$ cat config.mk
export PLATFORM = sky130hd
export DESIGN_NAME = rootport_regs
export DESIGN_NICKNAME = d
export VERILOG_FILES = /design/src/rtl/rootport_pkg.sv /design/src/rtl/rootport_settle.sv /design/src/rtl/rootport_port.sv /design/src/rtl/rootport_regs.sv
export SDC_FILE = /design/constraint.sdc
export NUM_CORES = 1
export LEC_CHECK = 0
export ABC_AREA = 0
export CAP_MARGIN = 20
export CORE_MARGIN = 1
export CORE_UTILIZATION = 35
export CTS_CLUSTER_DIAMETER = 60
export CTS_CLUSTER_SIZE = 25
export DETAILED_ROUTE_END_ITERATION = 16
export PLACE_DENSITY_LB_ADDON = 0.25
export SYNTH_ARGS = -nofsm -noshare
export SYNTH_HDL_FRONTEND = slang
export SYNTH_SLANG_ARGS = --single-unit
$ cat constraint.sdc
create_clock -name clk_i -period 2.77 [get_ports clk_i]
set_input_delay 0.554 -clock clk_i [delete_from_list [all_inputs] [get_ports clk_i]]
set_output_delay 0.554 -clock clk_i [all_outputs]
set_load 0.02 [all_outputs]
$ cat src/rtl/rootport_pkg.sv
package rootport_pkg;
  localparam int unsigned WORD_W  = 16;
  localparam int unsigned B_CONN  = 0;
  localparam int unsigned B_CHG   = 1;
  localparam int unsigned B_EN    = 2;
  localparam int unsigned B_PRST  = 9;
endpackage

$ cat src/rtl/rootport_settle.sv
module rootport_settle #(
  parameter int unsigned SETTLE_CYC = 64,
  localparam int unsigned CNT_W = $clog2(SETTLE_CYC + 1)
) (
  input  logic clk_i,
  input  logic rst_ni,
  input  logic clear_i,
  input  logic start_i,
  output logic ready_o
);
  logic             armed_q;
  logic [CNT_W-1:0] cnt_q;

  always_ff @(posedge clk_i or negedge rst_ni) begin
    if (!rst_ni) begin
      armed_q <= 1'b0;
      cnt_q   <= '0;
    end else if (clear_i) begin
      armed_q <= 1'b0;
      cnt_q   <= '0;
    end else if (start_i) begin
      armed_q <= 1'b1;
      cnt_q   <= CNT_W'(SETTLE_CYC);
    end else if (armed_q && cnt_q != '0) begin
      cnt_q   <= cnt_q - 1'b1;
    end
  end

  assign ready_o = armed_q && (cnt_q == '0);
endmodule

$ cat src/rtl/rootport_port.sv
module rootport_port
  import rootport_pkg::*;
#(
  parameter int unsigned SETTLE_CYC = 64
) (
  input  logic              clk_i,
  input  logic              rst_ni,
  input  logic              present_i,
  input  logic              we_i,
  input  logic [WORD_W-1:0] wdata_i,
  output logic [WORD_W-1:0] reg_o,
  output logic              chg_o
);
  logic conn_q, chg_q, en_q, prst_q;
  logic conn_evt, detach, prst_wr, prst_rel, ready;

  assign conn_evt = present_i ^ conn_q;
  assign detach   = conn_q & ~present_i;
  assign prst_wr  = we_i & wdata_i[B_PRST];
  assign prst_rel = we_i & ~wdata_i[B_PRST] & prst_q;

  rootport_settle #(.SETTLE_CYC(SETTLE_CYC)) u_settle (
    .clk_i   (clk_i),
    .rst_ni  (rst_ni),
    .clear_i (detach | prst_wr),
    .start_i (prst_rel & conn_q & present_i),
    .ready_o (ready)
  );

  always_ff @(posedge clk_i or negedge rst_ni) begin
    if (!rst_ni) begin
      conn_q <= 1'b0;
      chg_q  <= 1'b0;
      en_q   <= 1'b0;
      prst_q <= 1'b0;
    end else begin
      conn_q <= present_i;
      // new event wins over a clearing write
      if (conn_evt)                        chg_q <= 1'b1;
      else if (we_i && wdata_i[B_CHG])     chg_q <= 1'b0;
      if (we_i)                            prst_q <= wdata_i[B_PRST];
      if (detach || prst_q || prst_wr)     en_q <= 1'b0;
      else if (we_i)                       en_q <= wdata_i[B_EN] & ready;
    end
  end

  always_comb begin
    reg_o         = '0;
    reg_o[B_CONN] = conn_q;
    reg_o[B_CHG]  = chg_q;
    reg_o[B_EN]   = en_q;
    reg_o[B_PRST] = prst_q;
  end

  assign chg_o = chg_q;
endmodule

$ cat src/rtl/rootport_regs.sv
module rootport_regs
  import rootport_pkg::*;
#(
  parameter int unsigned NUM_PORTS  = 2,
  parameter int unsigned SETTLE_CYC = 64,
  localparam int unsigned ADDR_W = $clog2(NUM_PORTS) + 1
) (
  input  logic                 clk_i,
  input  logic                 rst_ni,
  input  logic                 we_i,
  input  logic [ADDR_W-1:0]    addr_i,
  input  logic [WORD_W-1:0]    wdata_i,
  output logic [WORD_W-1:0]    rdata_o,
  input  logic [NUM_PORTS-1:0] present_i,
  output logic                 evt_o
);
  logic [WORD_W-1:0]    port_regs [NUM_PORTS];
  logic [NUM_PORTS-1:0] chg;

  for (genvar p = 0; p < NUM_PORTS; p++) begin : g_port
    rootport_port #(.SETTLE_CYC(SETTLE_CYC)) u_port (
      .clk_i     (clk_i),
      .rst_ni    (rst_ni),
      .present_i (present_i[p]),
      .we_i      (we_i && (addr_i == ADDR_W'(p))),
      .wdata_i   (wdata_i),
      .reg_o     (port_regs[p]),
      .chg_o     (chg[p])
    );
  end

  always_comb begin
    rdata_o = '0;
    for (int p = 0; p < NUM_PORTS; p++)
      if (addr_i == ADDR_W'(p)) rdata_o = port_regs[p];
  end

  assign evt_o = |chg;
endmodule

==> out/results.txt, run 1 <==
Max Freq: 0.379 GHz
diode count: 0
# hold bufs at CTS: 0
hold depth: 2
worst r2r dst: g_port[1].u_port.u_settle.cnt_q[6]
Hold Crit Start: g_port[1].u_port.chg_o
drt wl/cell: 12.0 um
Gate Count Post-Synth: 148
Synth Cell Area: 1410 um^2
Die Footprint: 4280 um^2
initial drt markers: 16
Setup violations, final: 0
DRC violations left: 0
Slew Viols, Final: 0
CTS clk-pin slew, worst paths: 0.08 ns
Port Buf Inserts: 14
vias post-DR: 1051
die span in y: 65.4 um
clock power share: 29.2%
maximum vdd drop: 0.212 mV
initial antenna violation count: 0
Final ANT Viol Nets: 0
grt ovf: 0
gpl congestion: 0.770
design area: 1600 um^2
Area after DPL: 1560 um^2
clk root buf: clkbuf_8
CTS H-tree depth: 1
Sw Ratio: 26.6%
Pwr Density: 427 nW/um^2
critical path launch point type: input pin
GRT Total Usage: 13.3%
Flop pwr share: 55.0%
RSZ-0062 raised after global routing: false
commonest non-fill, non-tap cell in the layout: dfrtp_1
post_cts resized: 0
CP arrival: 2.09 ns
Syn. warnings: 0
setup TNS: 0 ns
Comb power frac: 15.7%
Min-Delay Endpoint: g_port[1].u_port.chg_o
most frequent cells in the layout: dfrtp_1 (24), nor2_1 (18), nand2_1 (14), clkdlybuf4s50_1 (14), conb_1 (12)
Unique masters post-synth: 40
routed vias/inst: 4.96
worst r2r src: g_port[1].u_port.u_settle.cnt_q[2]
initial core utilization: 37.3%
wire length of the first global-routing pass: 4470 um
ys async rst share: 100%
Clk Latency, worst-skew pair: 0.26 ns
total power: 686 uW
# clock sinks: 24
CTS tree: yes
Period minus WS final: 2.64 ns
Power Internal: 503 uW
Core Region: 3770 um^2
max_slew headroom: 66.0%
switching power: 182 uW
Num CTS Buffers: 3
Die Width: 65.4 um
ys flop type: dfrtp_1
IO Pins: 40
setup bufs post-CTS: 0
Hold WC Path Type: flop to flop
hold slack: 0.513 ns
Post-synth EDFFs: 0
share of cells above drive strength 1: 7.93%
fill cell count: 377
largest net degree at the start of global routing: 25
Clock Tree Buf Depth: 2
post-synthesis sequential area ratio: 42.7%
Layout area overhead: 14.0%
DRT Pass-1 Iters: 4
required time of the critical path: 2.22 ns
status: finished clean
Core Rows: 22
Crit. End Element: output pin
final hold viol count: 0
clk_skew: 0.00152 ns
FF+latch count, synth: 24
worst reg2reg path depth: 4
Worst-Margin Slew: 0.510 ns
vias in the first global route: 990
CP Max Fanout: 7
Post-Syn Area per Cell: 9.51 um^2
# nets final: 195
Lkg Pwr: 0.000729 uW
kind of critical path: input pin to output pin
R2R Setup Slk: 0.97 ns
Post-DP HPWL: 1920 um
Max Cap Violations: 0
crit share post-route: 95.3%
drt total wl: 2540 um
-- state kept, by name (all words and copies together), names as in the netlist --
register / flops
g_port.u_port.u_settle.cnt_q: 14
g_port.u_port.en_q: 2
g_port.u_port.conn_q: 2
g_port.u_port.chg_o: 2
g_port.u_port.prst_q: 2
g_port.u_port.u_settle.armed_q: 2
-- metal layers --
layer  GRT usage [%]  routed length, um  up-vias
met4            2.45                 10        0
met2            21.5               1160       29
met5               0                  0        -
met3            1.74                 86        2
met1            19.0               1290      491
li1                -                  -      529
-- synth_stat cells (2+ instances only) --
library cell   n  area (um^2)
xnor2_1        2         17.5
nor2b_1        2         12.5
or4_4          2         22.5
nor3_1         3         15.0
o2111ai_1      2         17.5
mux2i_1        5         50.1
o21ai_0        5         25.0
dfrtp_1       24          601
or2_2          3         18.8
nand2_1       14         52.6
and3b_1        2         17.5
buf_4         12         90.1
xor2_1         5         43.8
nor2_1        18         67.6
nand4_1        3         18.8
nand2b_1       2         12.5
o21bai_1       2         15.0
a21oi_1        5         25.0
ha_1           6         75.1
a221oi_1       3         26.3
nor4b_1        2         17.5
inv_1          8         30.0
-- layout make-up --
cell class              instances  area [um^2]  share of cell area [%]
clock buffers                   3         41.3                    2.57
repair buffers                 15          148                    9.20
multi-input cells             114          724                    45.2
well taps                      48         60.1                    3.74
inverters                       8         30.0                    1.87
flip-flops and latches         24          601                    37.4
-- worst max path at each step --
stage | from | end | slack, ns | depth (start not counted)
2_1_floorplan | addr_i[0] | rdata_o[0] | 0.98 | 3
3_3_place_gp | addr_i[0] | rdata_o[2] | 0.16 | 4
3_5_place_dp | addr_i[0] | rdata_o[2] | 0.15 | 4
4_1_cts | addr_i[0] | rdata_o[2] | 0.13 | 4
5_1_grt | addr_i[0] | rdata_o[2] | 0.06 | 4
6_report | addr_i[0] | rdata_o[2] | 0.13 | 4
-- power by group through the flow --
stage / Combinational [uW] / Clock [uW] / Sequential [uW]
6_report: 108 / 200 / 377
5_1_grt: 121 / 223 / 379
4_1_cts: 109 / 205 / 377
3_5_place_dp: 108 / 0 / 384
3_3_place_gp: 107 / 0 / 384
2_1_floorplan: 80.2 / 0 / 380
-- stage by stage --
step	instances	setup WS (ns)	utilization [%]
after floorplan	159	0.978	-
after global placement	209	0.156	41.4
after detailed placement	209	0.147	41.4
after CTS	212	0.132	42.5
after global routing	212	0.0590	42.5
final	212	0.129	42.5
-- logic make-up (layout without fill, tap and decap cells) --
logic type                 count (synthesis)  in the layout  share of synthesized area (%)
xor gates and xnor gates                   7              7                           4.36
buffers and inverters                     21             26                           8.80
muxes                                      6              6                           4.36
other                                      1             12                          0.266
AOI/OAI and AO/OA                         25             25                           12.3
adders and majority gates                  6              6                           5.33
DFF                                       24             24                           42.7
and+or+nand+nor                           58             58                           22.0
-- worst max-delay path: stages --
cell and delay, ns:
clkdlybuf4s50_1 0.66, mux2i_1 0.13, nor2_1 0.13, clkdlybuf4s50_1 0.62
(Power assumes the default switching activity.)
==> run 2, diff against run 1 <==
Settings changed: PLACE_DENSITY set to 0.68, PLACE_DENSITY_LB_ADDON 0.25 to unset, SETUP_SLACK_MARGIN set to 0.02.
==> run 2 against run 1 <==
  * Sequential cell count stayed put
  * Critical path depth stayed put
  * Register-to-register slack worse by 0.04 ns
  * Worst hold slack worse by 0.0016 ns
==> out/results.txt, run 2 (same netlist as run 1, synthesis figures left out) <==
status: finished clean
initial drt markers: 27
max reg flops: 14
Num CTS Buffers: 3
setup bufs post-CTS: 0
IO Pins: 40
kind of critical path: input pin to output pin
CP arrival: 2.06 ns
commonest non-fill, non-tap cell in the layout: dfrtp_1
drt total wl: 2660 um
worst r2r dst: g_port[1].u_port.u_settle.cnt_q[6]
maximum vdd drop: 0.215 mV
Core Region: 3770 um^2
Min-Delay Endpoint: g_port[0].u_port.chg_o
post_cts resized: 0
Final ANT Viol Nets: 0
clk_skew: 0.0105 ns
Worst-Margin Slew: 0.508 ns
# hold bufs at CTS: 0
fin cells: 213
clk root buf: clkbuf_8
required time of the critical path: 2.22 ns
Clk Latency, worst-skew pair: 0.27 ns
initial antenna violation count: 0
CTS H-tree depth: 1
CP Max Fanout: 7
RSZ-0062 raised after global routing: false
DRT Pass-1 Iters: 4
Port Buf Inserts: 14
Pwr Density: 485 nW/um^2
die span in y: 65.4 um
Max Freq: 0.382 GHz
hold depth: 2
Layout area overhead: 16.1%
Reg with most FFs: g_port.u_port.u_settle.cnt_q
R2R Setup Slk: 0.93 ns
Die Width: 65.4 um
DRC violations left: 0
largest net degree at the start of global routing: 25
Post-DP HPWL: 1970 um
CTS clk-pin slew, worst paths: 0.09 ns
routed vias/inst: 5.08
Period minus WS final: 2.62 ns
final hold viol count: 0
Clock Tree Buf Depth: 2
Slew Viols, Final: 0
Setup violations, final: 0
diode count: 0
Core Rows: 22
worst reg2reg path depth: 4
wire length of the first global-routing pass: 4670 um
# nets final: 195
vias post-DR: 1082
grt ovf: 0
drt wl/cell: 12.5 um
crit share post-route: 94.5%
gpl congestion: 0.781
Die Footprint: 4280 um^2
Cells after DPL: 209
hold slack: 0.511 ns
setup TNS: 0 ns
GRT Total Usage: 14.0%
# clock sinks: 24
Hold WC Path Type: flop to flop
max_slew headroom: 66.0%
Crit. End Element: output pin
Lkg Pwr: 0.000743 uW
vias in the first global route: 1103
Hold Crit Start: g_port[0].u_port.chg_o
Max Cap Violations: 0
share of cells above drive strength 1: 8.48%
initial core utilization: 37.3%
worst r2r src: g_port[1].u_port.u_settle.cnt_q[2]
most frequent cells in the layout: dfrtp_1 (24), nor2_1 (18), nand2_1 (14), clkdlybuf4s50_1 (14), conb_1 (12)
critical path launch point type: input pin
CTS tree: yes
-- run 2: power breakdown --
group	total (uW)	internal (uW)	switching [uW]
sequential	378	362	15.4
combinational	109	44.3	64.7
clock	306	193	113
-- run 2: metal layers --
metal	vias to the layer above	track usage, %	wire length [um]
met3	2	1.74	75
li1	531	-	-
met2	27	24.1	1290
met5	-	0	0
met1	522	17.5	1280
met4	0	5.71	8
-- run 2: worst max-delay path, stage by stage --
cell and delay (ns):
clkdlybuf4s50_1 0.66, mux2i_1 0.13, nor2_1 0.11, clkdlybuf4s50_1 0.61
-- run 2: stage by stage --
stage	instance area [um^2]	power (uW)	setup slack, ns	utilization, %
final	1630	793	0.151	43.3
after global routing	1630	826	0.0504	43.3
after CTS	1630	800	0.139	43.3
after detailed placement	1560	493	0.152	41.4
after global placement	1560	491	0.149	41.4
after floorplan	1450	460	0.978	-
-- run 2: worst max path at each step --
stage	end	slack, ns	from
after floorplan	rdata_o[0]	0.98	addr_i[0]
after global placement	rdata_o[2]	0.15	addr_i[0]
after detailed placement	rdata_o[2]	0.15	addr_i[0]
after CTS	rdata_o[2]	0.14	addr_i[0]
after global routing	rdata_o[0]	0.05	addr_i[0]
final	rdata_o[2]	0.15	addr_i[0]
-- run 2: area by class of cell --
type | count | area, um^2
Clock inverter | 1 | 30.0
Timing Repair Buffer | 15 | 148
Multi-Input combinational cell | 114 | 724
Clock buffer | 3 | 41.3
Sequential cell | 24 | 601
Inverter | 8 | 30.0
Fill cell | 354 | 2140
Tap cell | 48 | 60.1
==> run 3, diff against run 2 <==
Settings changed: SLEW_MARGIN set to 40.
==> results of run 3 <==
Same layout as run 2: the final DEF is identical, and so are final timing and power.
